===== src/rtl/pfc_tx_pkg.sv =====
package pfc_tx_pkg;

  localparam logic [15:0] PFC_OPCODE = 16'h0101;

  localparam int CTL_TX_EN    = 1;
  localparam int CTL_FORCE_ON = 2;
  localparam int CTL_STATS_EN = 5;

  typedef enum logic { KIND_XON = 1'b0, KIND_XOFF = 1'b1 } pfc_kind_e;

  function automatic pfc_kind_e pfc_kind(input logic any_xoff);
    return any_xoff ? KIND_XOFF : KIND_XON;
  endfunction

endpackage


===== src/rtl/pfc_quanta_timer.sv =====
module pfc_quanta_timer #(
  parameter int BITS_PER_QUANTUM = 512,
  parameter int QW               = 16
) (
  input  logic          clk,
  input  logic          rst_n,
  input  logic          bit_tick,
  input  logic          run,
  input  logic          restart,
  input  logic [QW-1:0] period,
  output logic [QW-1:0] quanta,
  output logic          expired
);
  localparam int BW = (BITS_PER_QUANTUM > 1) ? $clog2(BITS_PER_QUANTUM) : 1;
  localparam logic [BW-1:0] LAST_BIT = BW'(BITS_PER_QUANTUM - 1);

  logic [BW-1:0] bit_cnt;
  logic          quantum_done;

  assign quantum_done = bit_tick && (bit_cnt == LAST_BIT);

  always_ff @(posedge clk) begin
    if (!rst_n) begin
      bit_cnt <= '0;
      quanta  <= '0;
    end else if (restart || !run) begin
      bit_cnt <= '0;
      quanta  <= '0;
    end else if (quantum_done) begin
      bit_cnt <= '0;
      if (quanta != '1) quanta <= quanta + QW'(1);
    end else if (bit_tick) begin
      bit_cnt <= bit_cnt + BW'(1);
    end
  end

  assign expired = run && (period != '0) && (quanta >= period);

endmodule


===== src/rtl/pfc_frame_sched.sv =====
module pfc_frame_sched #(
  parameter int NC = 8
) (
  input  logic          clk,
  input  logic          rst_n,
  input  logic          tx_en,
  input  logic          force_xon,
  input  logic [NC-1:0] xoff_req,
  input  logic          expired,
  output logic          send,
  output logic [NC-1:0] send_vec,
  output logic [NC-1:0] state,
  output logic          resend_fire,
  output logic          force_active
);
  logic          force_seen;
  logic          force_rise;
  logic          change;
  logic [NC-1:0] eff_req;

  assign force_active = tx_en && force_xon;
  assign force_rise   = force_active && !force_seen;
  assign eff_req      = force_active ? '0 : xoff_req;
  assign change       = tx_en && (eff_req != state);
  assign resend_fire  = tx_en && !force_active && expired && (state != '0) && !change;
  assign send         = force_rise || change || resend_fire;
  assign send_vec     = eff_req;

  always_ff @(posedge clk) begin
    if (!rst_n) begin
      force_seen <= 1'b0;
      state      <= '0;
    end else begin
      force_seen <= force_active;
      state      <= tx_en ? eff_req : '0;
    end
  end

endmodule


===== src/rtl/pfc_sat_counter.sv =====
module pfc_sat_counter #(
  parameter int W = 16
) (
  input  logic         clk,
  input  logic         rst_n,
  input  logic         inc,
  output logic [W-1:0] count
);
  function automatic logic [W-1:0] sat_inc(input logic [W-1:0] v);
    return (v == '1) ? v : v + W'(1);
  endfunction

  always_ff @(posedge clk) begin
    if (!rst_n)   count <= '0;
    else if (inc) count <= sat_inc(count);
  end

endmodule


===== src/rtl/pfc_tx_refresh.sv =====
module pfc_tx_refresh
  import pfc_tx_pkg::*;
#(
  parameter int NUM_CLASSES      = 8,
  parameter int CNT_W            = 16,
  parameter int QW               = 16,
  parameter int BITS_PER_QUANTUM = 512
) (
  input  logic                   clk,
  input  logic                   rst_n,
  input  logic                   bit_tick,
  input  logic [7:0]             ctl_word,
  input  logic                   resend_en,
  input  logic                   pp_gen,
  input  logic                   pp_disable,
  input  logic [QW-1:0]          refresh_quanta,
  input  logic [NUM_CLASSES-1:0] xoff_req,
  output logic                   frame_valid,
  output logic [15:0]            frame_opcode,
  output logic [NUM_CLASSES-1:0] frame_class_en,
  output logic [NUM_CLASSES-1:0] frame_xoff,
  output logic [CNT_W-1:0]       xon_sent,
  output logic [CNT_W-1:0]       xoff_sent,
  output logic [CNT_W:0]         total_sent
);
  logic tx_en, force_xon, stats_en;
  logic unused_ctl;

  assign tx_en      = ctl_word[CTL_TX_EN];
  assign force_xon  = ctl_word[CTL_FORCE_ON];
  assign stats_en   = ctl_word[CTL_STATS_EN];
  assign unused_ctl = ^{ctl_word[0], ctl_word[3], ctl_word[4], ctl_word[7:6]};

  logic                   sched_send;
  logic [NUM_CLASSES-1:0] sched_vec;
  logic [NUM_CLASSES-1:0] sched_state;
  logic                   resend_fire;
  logic                   force_active;
  logic                   tmr_run;
  logic                   tmr_expired;
  logic [QW-1:0]          tmr_quanta;
  pfc_kind_e              frame_kind;

  assign tmr_run = tx_en && resend_en && pp_gen && !pp_disable &&
                   !force_active && (sched_state != '0);

  pfc_quanta_timer #(
    .BITS_PER_QUANTUM(BITS_PER_QUANTUM),
    .QW              (QW)
  ) u_timer (
    .clk     (clk),
    .rst_n   (rst_n),
    .bit_tick(bit_tick),
    .run     (tmr_run),
    .restart (sched_send),
    .period  (refresh_quanta),
    .quanta  (tmr_quanta),
    .expired (tmr_expired)
  );

  pfc_frame_sched #(.NC(NUM_CLASSES)) u_sched (
    .clk         (clk),
    .rst_n       (rst_n),
    .tx_en       (tx_en),
    .force_xon   (force_xon),
    .xoff_req    (xoff_req),
    .expired     (tmr_expired),
    .send        (sched_send),
    .send_vec    (sched_vec),
    .state       (sched_state),
    .resend_fire (resend_fire),
    .force_active(force_active)
  );

  assign frame_kind = pfc_kind(|sched_vec);

  logic [CNT_W-1:0] kind_cnt [2];

  for (genvar k = 0; k < 2; k++) begin : g_cnt
    pfc_sat_counter #(.W(CNT_W)) u_cnt (
      .clk  (clk),
      .rst_n(rst_n),
      .inc  (sched_send && stats_en &&
             (frame_kind == ((k == 0) ? KIND_XON : KIND_XOFF))),
      .count(kind_cnt[k])
    );
  end

  assign xon_sent   = kind_cnt[0];
  assign xoff_sent  = kind_cnt[1];
  assign total_sent = {1'b0, kind_cnt[0]} + {1'b0, kind_cnt[1]};

  always_ff @(posedge clk) begin
    if (!rst_n) begin
      frame_valid    <= 1'b0;
      frame_opcode   <= '0;
      frame_class_en <= '0;
      frame_xoff     <= '0;
    end else begin
      frame_valid    <= sched_send;
      frame_opcode   <= sched_send ? PFC_OPCODE : '0;
      frame_class_en <= sched_send ? '1 : '0;
      if (sched_send) frame_xoff <= sched_vec;
    end
  end

endmodule


===== config.mk =====
export PLATFORM = sky130hd
export DESIGN_NAME = pfc_tx_refresh
export DESIGN_NICKNAME = d
export VERILOG_FILES = /design/src/rtl/pfc_tx_pkg.sv /design/src/rtl/pfc_quanta_timer.sv /design/src/rtl/pfc_frame_sched.sv /design/src/rtl/pfc_sat_counter.sv /design/src/rtl/pfc_tx_refresh.sv
export SDC_FILE = /design/constraint.sdc
export NUM_CORES = 1
export LEC_CHECK = 0
export BUFFER_PORTS_ARGS = -buffer_cell sky130_fd_sc_hd__buf_2
export CAP_MARGIN = 20
export CORE_MARGIN = 4
export CORE_UTILIZATION = 45
export CTS_CLUSTER_SIZE = 10
export DETAILED_ROUTE_END_ITERATION = 10
export PLACE_DENSITY = 0.72
export REMOVE_ABC_BUFFERS = 1
export SYNTH_ARGS = -nofsm -noshare
export SYNTH_HDL_FRONTEND = slang
export SYNTH_SLANG_ARGS = --single-unit
export TNS_END_PERCENT = 5

===== constraint.sdc =====
create_clock -name clk -period 2.5 [get_ports clk]
set_input_delay 0.375 -clock clk [delete_from_list [all_inputs] [get_ports clk]]
set_output_delay 0.375 -clock clk [all_outputs]
set_load 0.01 [all_outputs]

==> results by group, run 1 <==
Pwr
  • Switch Pwr: 0.000649 W
  • Pint: 0.00167 W
  • Gate power share: 10.9%
  • Peak VDD IR: 0.241 mV
  • Pwr Density: 369 nW/µm²
  • Net Sw Frac: 28.0%
  • Leak: 2.73 nW
  • Clock Power Share: 36.5%
  • Seq pwr share: 52.6%

Floorplanning
  • Die height: 113 µm
  • Die width: 113 µm
  • Starting Density: 46.0%
  • Die ar.: 12800 µm²
  • Boundary Pins: 120
  • Total core area: 10800 µm²
  • Rows: 38

Placement
  • Placed inst area: 5880 µm²
  • Port bufs: 100
  • Detailed placement HPWL: 10000 µm
  • Final GP Congestion: 0.861
  • Placed insts: 876

Cells and area
  • Footprint of the multi-input gates: 3240 µm²
  • ANT cells: 0
  • Share of cells above drive strength 1: 30.6%
  • Final non-filler cell area: 6270 µm²
  • # nets final: 830
  • # fillers: 946
  • Area grow syn2layout: 26.4%
  • Fin cells: 899
  • Register area: 1510 µm²

STA
  • Worst Hold Slack: 281 ps
  • RSZ-0062 raised after global routing: true
  • Worst slew pin tran: 719 ps
  • Final min period: 2960 ps
  • Slew Limit Fails: 0
  • Fin crit share: 118%
  • Post-Route Skew: 18.0 ps
  • Fmax: 0.338 GHz
  • Final setup fails: 8
  • Setup WS post-layout: -457 ps
  • Final hold viol count: 0
  • Slew margin rel.: 51.9%

GRT
  • First-pass GRT wire length: 21700 µm
  • GR Overflow Total: 0
  • Largest net degree at the start of global routing: 40
  • Initial antenna violation count: 0
  • Number of global-route vias before repair: 4635
  • Total track usage: 20.5%

Logic synthesis
  • Sequential cell area fraction in the yosys report: 30.3%
  • Post-synthesis simple-gate area fraction: 28.2%
  • Library cells used by synthesis: 59
  • Largest family of logic cells by synthesized area: simple AND/OR/NAND/NOR gates
  • Synth Area in XOR/XNOR: 5.65%
  • Synth warn: 0
  • Post-synthesis mux area share: 2.83%
  • Synth Area in Compound Gates: 15.0%
  • Post-synth top area share: 30.3%
  • Post-synth EDFFs: 0
  • Syn Inst Count: 606
  • Synth area leaders: dfxtp_1, ha_1, a21oi_1, nand2_1, buf_4
  • Post-Syn Area: 4960 µm²
  • Avg Cell Area, Syn: 8.18 µm²
  • Post-synth ARST share: 0%
  • Synth Area in Adders: 9.74%
  • Leading area contributor after synthesis: dfxtp_1
  • Synth Register Bits: 75
  • Main synth FF type: dfxtp_1

CTS
  • H-tree depth: 3
  • Clk buf depth: 2
  • CTS buffer count: 9
  • Hold-fix buffers, CTS: 0
  • CTS tree: done
  • Root cell of the clock tree: clkbuf_8
  • Clock slew at reported path FFs: 90 ps
  • Worst-skew pair later-pin latency: 360 ps
  • CTS sink cnt: 75

Detailed routing
  • Vias per inst: 5.50
  • Via Count: 4947
  • WL final: 13200 µm
  • Routed Antenna Nets: 0
  • DR pass1 iterations: 4
  • WL/cell: 14.7 µm
  • DRC viols: 0
  • Initial DRC count: 285

Setup path
  • Critical-path top delay cell: dfxtp_2
  • Worst path max stage delay: 340 ps
  • Data required, critical path: 2120 ps
  • Critical Path, Cell by Cell: ha_4 > inv_2 > fa_2 > nor2b_2 > o31a_1 > o211ai_1 > a21oi_2 > o31ai_2 > o211a_1 > xnor2_1 > buf_2
  • Buffers and inverters on the worst path: 2
  • Critical Path Fanout Max: 2
  • Crit-path leading delay family: compound AO/OA/AOI/OAI gates
  • Critical path endpoint category: output port
  • Setup Crit Path Kind: reg -> out
  • CP startpoint kind: register
  • WP data arrival: 2580 ps

Outcome
  • Failing checks: negative setup slack
  • Status: finished, violations left

Run
  • Max cap viols: 0

Worst hold path
  • Hold crit path type: in -> reg
## registers in the layout, indices dropped and copies added (netlist names)
name                flops
frame_class_en          1
frame_xoff              8
g_cnt.u_cnt.count      32
u_sched.force_seen      1
u_sched.state           8
u_timer.bit_cnt         9
u_timer.quanta         16
## worst paths after layout
kind                      startpoint                        to  slack (ps)  depth (start not counted)
max reg2reg        u_timer.quanta[0]  g_cnt[1].u_cnt.count[14]          20                         11
max          g_cnt[1].u_cnt.count[0]            total_sent[14]        -460                         11
min reg2reg            frame_xoff[3]             frame_xoff[3]         460                          2
min                      xoff_req[5]          u_sched.state[5]         280                          2
## layer usage
metal | global-route usage [%] | part of all wire, % | routed length, µm | vias up
met4 | 5.69 | 0.99 | 131 | 0
met1 | 26.3 | 44 | 5850 | 2332
li1 | - | - | - | 2449
met5 | 0 | 0 | 0 | -
met3 | 4.60 | 7.2 | 955 | 11
met2 | 34.6 | 48 | 6280 | 155
## through the flow
| stage | setup slack (ps) | setup TNS [ps] | utilization (%) | total power, W |
|---|---|---|---|---|
| final | -457 | -2480 | 58.1 | 0.00231 |
| after global routing | -619 | -4880 | 58.1 | 0.00241 |
| after floorplan | -423 | -16280 | - | 0.00136 |
| after global placement | -225 | -8730 | 54.5 | 0.00148 |
| after detailed placement | -250 | -10560 | 54.5 | 0.00149 |
| after CTS | -497 | -2710 | 57.1 | 0.00232 |
## timing repair
action / 4_1_cts / 5_1_grt
endpoints found under the setup margin: 45 / 53
resized for setup: 17 / 23
setup buffers: 5 / 2
pin swaps: 17 / 15
## kinds of logic (layout without fill, tap and decap cells)
logic type                 count (synthesis)  in the layout
DFF                                       75             75
AOI/OAI and AO/OA                        111            111
adders and majority gates                 38             38
buffers and inverters                     73            213
and+or+nand+nor                          262            262
muxes                                     14             14
other                                      1             14
xor gates and xnor gates                  32             32
## cell usage after synthesis, types with 2 or more instances
cell type and instances:
dfxtp_1 75, nand2_1 56, a21oi_1 44, nor2_1 42, ha_1 37, nand3_1 35, inv_1 28, buf_4 26
nand4_1 19, xnor2_1 18, nand2b_1 17, nor4_1 16, o21ai_0 16, mux2i_1 14, xor2_1 14, o31ai_1 13
or4_1 13, and2_1 12, nor3_1 12, or3_1 11, clkbuf_1 10, and3_1 7, and4_1 5, buf_2 5
a21oi_2 4, buf_6 4, o21a_1 4, a31oi_1 3, nor4bb_1 3, o21bai_1 3, o32ai_1 3, or2_2 3
a21o_1 2, a22oi_1 2, a41oi_1 2, nand3b_1 2, nor2b_1 2, nor3b_1 2, nor4b_1 2
## final cells by class
| type | count | area share (%) |
|---|---|---|
| multi-input combinational | 471 | 51.8 |
| sequential | 75 | 24.1 |
| timing repair buffer | 169 | 17.0 |
| tap | 140 | 2.79 |
| clock buffer | 9 | 1.98 |
| inverter | 28 | 1.68 |
| clock inverter | 7 | 0.719 |
## power groups by stage
stage / registers, W / clock network (W) / logic, W
floorplan: 0.00126 / 0 / 0.000106
global placement: 0.00124 / 0 / 0.000236
detailed placement: 0.00125 / 0 / 0.000243
CTS: 0.00122 / 0.000858 / 0.000246
global route: 0.00122 / 0.000910 / 0.000278
finish: 0.00122 / 0.000844 / 0.000252
## cells in the final DEF, fill, tap and decap left out, types with 19 or more instances in the layout
cell / netlist / final
nand2_1: 56 / 56
buf_4: 26 / 65
inv_1: 28 / 27
buf_2: 5 / 100
nand3_1: 35 / 35
a21oi_1: 44 / 38
nand4_1: 19 / 19
ha_1: 37 / 33
dfxtp_1: 75 / 67
nor2_1: 42 / 42
## worst register-to-register path: cells and delay by family, from the launching register on
kind	cells	cell delay [ps]
adders and majority gates	1	260
DFF	1	330
and+or+nand+nor	1	150
AOI/OAI and AO/OA	6	1240
buffers and inverters	3	460
Note: power is estimated with default switching activity, not from simulation.
==> inputs of run 2 (changes only) <==
--- a/config.mk
+++ b/config.mk
@@ -8,10 +8,11 @@
 export BUFFER_PORTS_ARGS = -buffer_cell sky130_fd_sc_hd__buf_2
 export CAP_MARGIN = 20
 export CORE_MARGIN = 4
-export CORE_UTILIZATION = 45
+export CORE_UTILIZATION = 43
 export CTS_CLUSTER_SIZE = 10
 export DETAILED_ROUTE_END_ITERATION = 10
-export PLACE_DENSITY = 0.72
+export GPL_TIMING_DRIVEN = 0
+export PLACE_DENSITY = 0.66
 export REMOVE_ABC_BUFFERS = 1
 export SYNTH_ARGS = -nofsm -noshare
 export SYNTH_HDL_FRONTEND = slang
==> constraint.sdc (replaced) <==
create_clock -name clk -period 3.8 [get_ports clk]
set_input_delay 0.57 -clock clk [delete_from_list [all_inputs] [get_ports clk]]
set_output_delay 0.57 -clock clk [all_outputs]
set_load 0.01 [all_outputs]
==> results by group, run 2 (synthesis results as in run 1) <==
Outcome
  • Status: finished clean

Floorplanning
  • Boundary Pins: 120 (unchanged)
  • Rows: 38 (unchanged)
  • Die ar.: 13300 µm² (+4.3%)
  • Total core area: 11100 µm² (+2.6%)
  • Starting Density: 44.8% (-1.2 points)
  • Die height: 115 µm (+2.1%)
  • Die width: 115 µm (+2.1%)

STA
  • Slew Limit Fails: 0 (unchanged)
  • Post-Route Skew: 10.8 ps (-7.22 ps)
  • Slew margin rel.: 28.2% (-24 points)
  • Final hold viol count: 0 (unchanged)
  • Final min period: 3560 ps
  • Fmax: 0.281 GHz
  • RSZ-0062 raised after global routing: false
  • Worst slew pin tran: 1080 ps (+356 ps)
  • Final setup fails: 0 (-8)
  • Fin crit share: 93.7%

GRT
  • First-pass GRT wire length: 20900 µm (-4.0%)
  • Initial antenna violation count: 0 (unchanged)
  • Number of global-route vias before repair: 4461 (-3.8%)
  • Largest net degree at the start of global routing: 54 (+35%)
  • GR Overflow Total: 0 (unchanged)
  • Total track usage: 19.3% (-1.1 points)

CTS
  • Post_cts resized: 0 (-17)
  • CTS buffer count: 9 (unchanged)
  • CTS sink cnt: 75 (unchanged)
  • Clock slew at reported path FFs: 60 ps (-30 ps)
  • CTS tree: done
  • Hold-fix buffers, CTS: 0 (unchanged)
  • # Post-CTS Setup Buffers: 0 (-5)
  • Clk buf depth: 2 (unchanged)
  • H-tree depth: 3 (unchanged)
  • Worst-skew pair later-pin latency: 340 ps (-20 ps)
  • Root cell of the clock tree: clkbuf_16

Pwr
  • Leak: 2.44 nW (-11%)
  • Peak VDD IR: 0.249 mV (+3.0%)
  • Pwr Density: 324 nW/µm² (-12%)

Cells and area
  • Area grow syn2layout: 15.3%
  • Most common cell after layout, fill and taps aside: buf_2
  • Commonest non-fill, non-tap cells in the layout: buf_2, dfxtp_1, nand2_1
  • Share of cells above drive strength 1: 18.5% (-12 points)
  • # nets final: 762 (-8.2%)
  • Final non-filler cell area: 5720 µm² (-8.8%)
  • # fillers: 1076 (+14%)
  • Reg with most FFs: g_cnt.u_cnt.count
  • ANT cells: 0 (unchanged)
  • Biggest regs: g_cnt.u_cnt.count x32, u_timer.quanta x16, u_timer.bit_cnt x9
  • Max reg flops: 32 (unchanged)
  • Fin cells: 831 (-7.6%)

Setup path
  • CP startpoint kind: register
  • Critical-path top delay cell: dfxtp_1
  • Reg-to-reg critical path startpoint: u_timer.quanta[0]
  • Buffers and inverters on the worst path: 2 (unchanged)
  • Worst path max stage delay: 480 ps (+140 ps)
  • Crit-path leading delay family: compound AO/OA/AOI/OAI gates
  • WP data arrival: 2990 ps (+410 ps)
  • Worst R2R Setup Slack: 560 ps (+540 ps)
  • Critical path endpoint category: output port
  • Critical Path, Cell by Cell: ha_1 > inv_1 > fa_1 > nor2b_1 > o31a_1 > o211ai_1 > a21oi_1 > o31ai_1 > o211a_1 > o21ai_0 > buf_2
  • Critical Path Fanout Max: 7 (+5)
  • Crit. Startpoint: g_cnt[0].u_cnt.count[0]
  • Data required, critical path: 3230 ps (+1110 ps)
  • Setup Crit Path Kind: reg -> out

Worst hold path
  • Min-delay src: frame_xoff[2]
  • Hold crit path type: reg -> reg

Detailed routing
  • DRC viols: 0 (unchanged)
  • WL final: 12500 µm (-5.3%)
  • Vias per inst: 5.56 (+1.1%)
  • DR pass1 iterations: 4 (unchanged)
  • Via Count: 4623 (-6.5%)
  • WL/cell: 15.1 µm (+2.5%)
  • Routed Antenna Nets: 0 (unchanged)
  • Initial DRC count: 232 (-19%)

Placement
  • Final GP Congestion: 0.812 (-5.6%)
  • Detailed placement HPWL: 9360 µm (-6.8%)
  • Placed inst area: 5380 µm² (-8.5%)
  • Placed insts: 814 (-7.1%)
  • Port bufs: 100 (unchanged)

Run
  • Max cap viols: 0 (unchanged)
==> run 2: cell type report <==
| type | count | area, µm² | share of cell area (%) |
|---|---|---|---|
| clock buffers | 10 | 229 | 4.00 |
| clock inverters | 6 | 80.1 | 1.40 |
| inverters | 28 | 105 | 1.84 |
| multi-input cells | 471 | 3100 | 54.2 |
| flip-flops and latches | 75 | 1500 | 26.3 |
| well taps | 140 | 175 | 3.06 |
| repair buffers | 101 | 528 | 9.23 |
==> run 2: per-stage QoR <==
stage          TNS, ps  utilization [%]  setup WS [ps]  hold slack (ps)  power, W
3_3_place_gp      -271             48.6          -91.2              441  0.000958
2_1_floorplan        0                -            682              449  0.000896
3_5_place_dp     -2180             48.6           -192              447  0.000962
4_1_cts              0             51.4           78.4              455   0.00186
5_1_grt              0             51.6           65.6              472   0.00191
6_report             0             51.6            238              451   0.00185
==> run 2: final timing paths <==
path	end	cells after the start
max	total_sent[16]	11
min	frame_xoff[2]	2
max reg2reg	u_timer.bit_cnt[5]	9
min reg2reg	frame_xoff[2]	2
==> run 2: per-layer routing <==
| layer | global-route usage, % | wire length, µm | part of all wire (%) | vias up |
|---|---|---|---|---|
| met1 | 24.8 | 5680 | 45 | 2171 |
| met3 | 3.11 | 689 | 5.5 | 15 |
| met4 | 6.42 | 176 | 1.4 | 0 |
| li1 | - | - | - | 2321 |
| met2 | 33.0 | 5980 | 48 | 116 |
| met5 | 0 | 0 | 0 | - |
==> run 2: power by group <==
| group | internal [W] | total (W) | leakage (nW) | switching, W |
|---|---|---|---|---|
| Sequential | 0.000795 | 0.000804 | 0.606 | 0.00000882 |
| Clock | 0.000571 | 0.000906 | 0.156 | 0.000335 |
| Combinational | 0.0000522 | 0.000144 | 1.67 | 0.0000917 |
==> run 2: tightest hold or removal path, delay by kind of cell, from the launching register on <==
family / cells / cell delay, ps
flops: 1 / 300
compound gates: 1 / 50
simple gates: 1 / 50
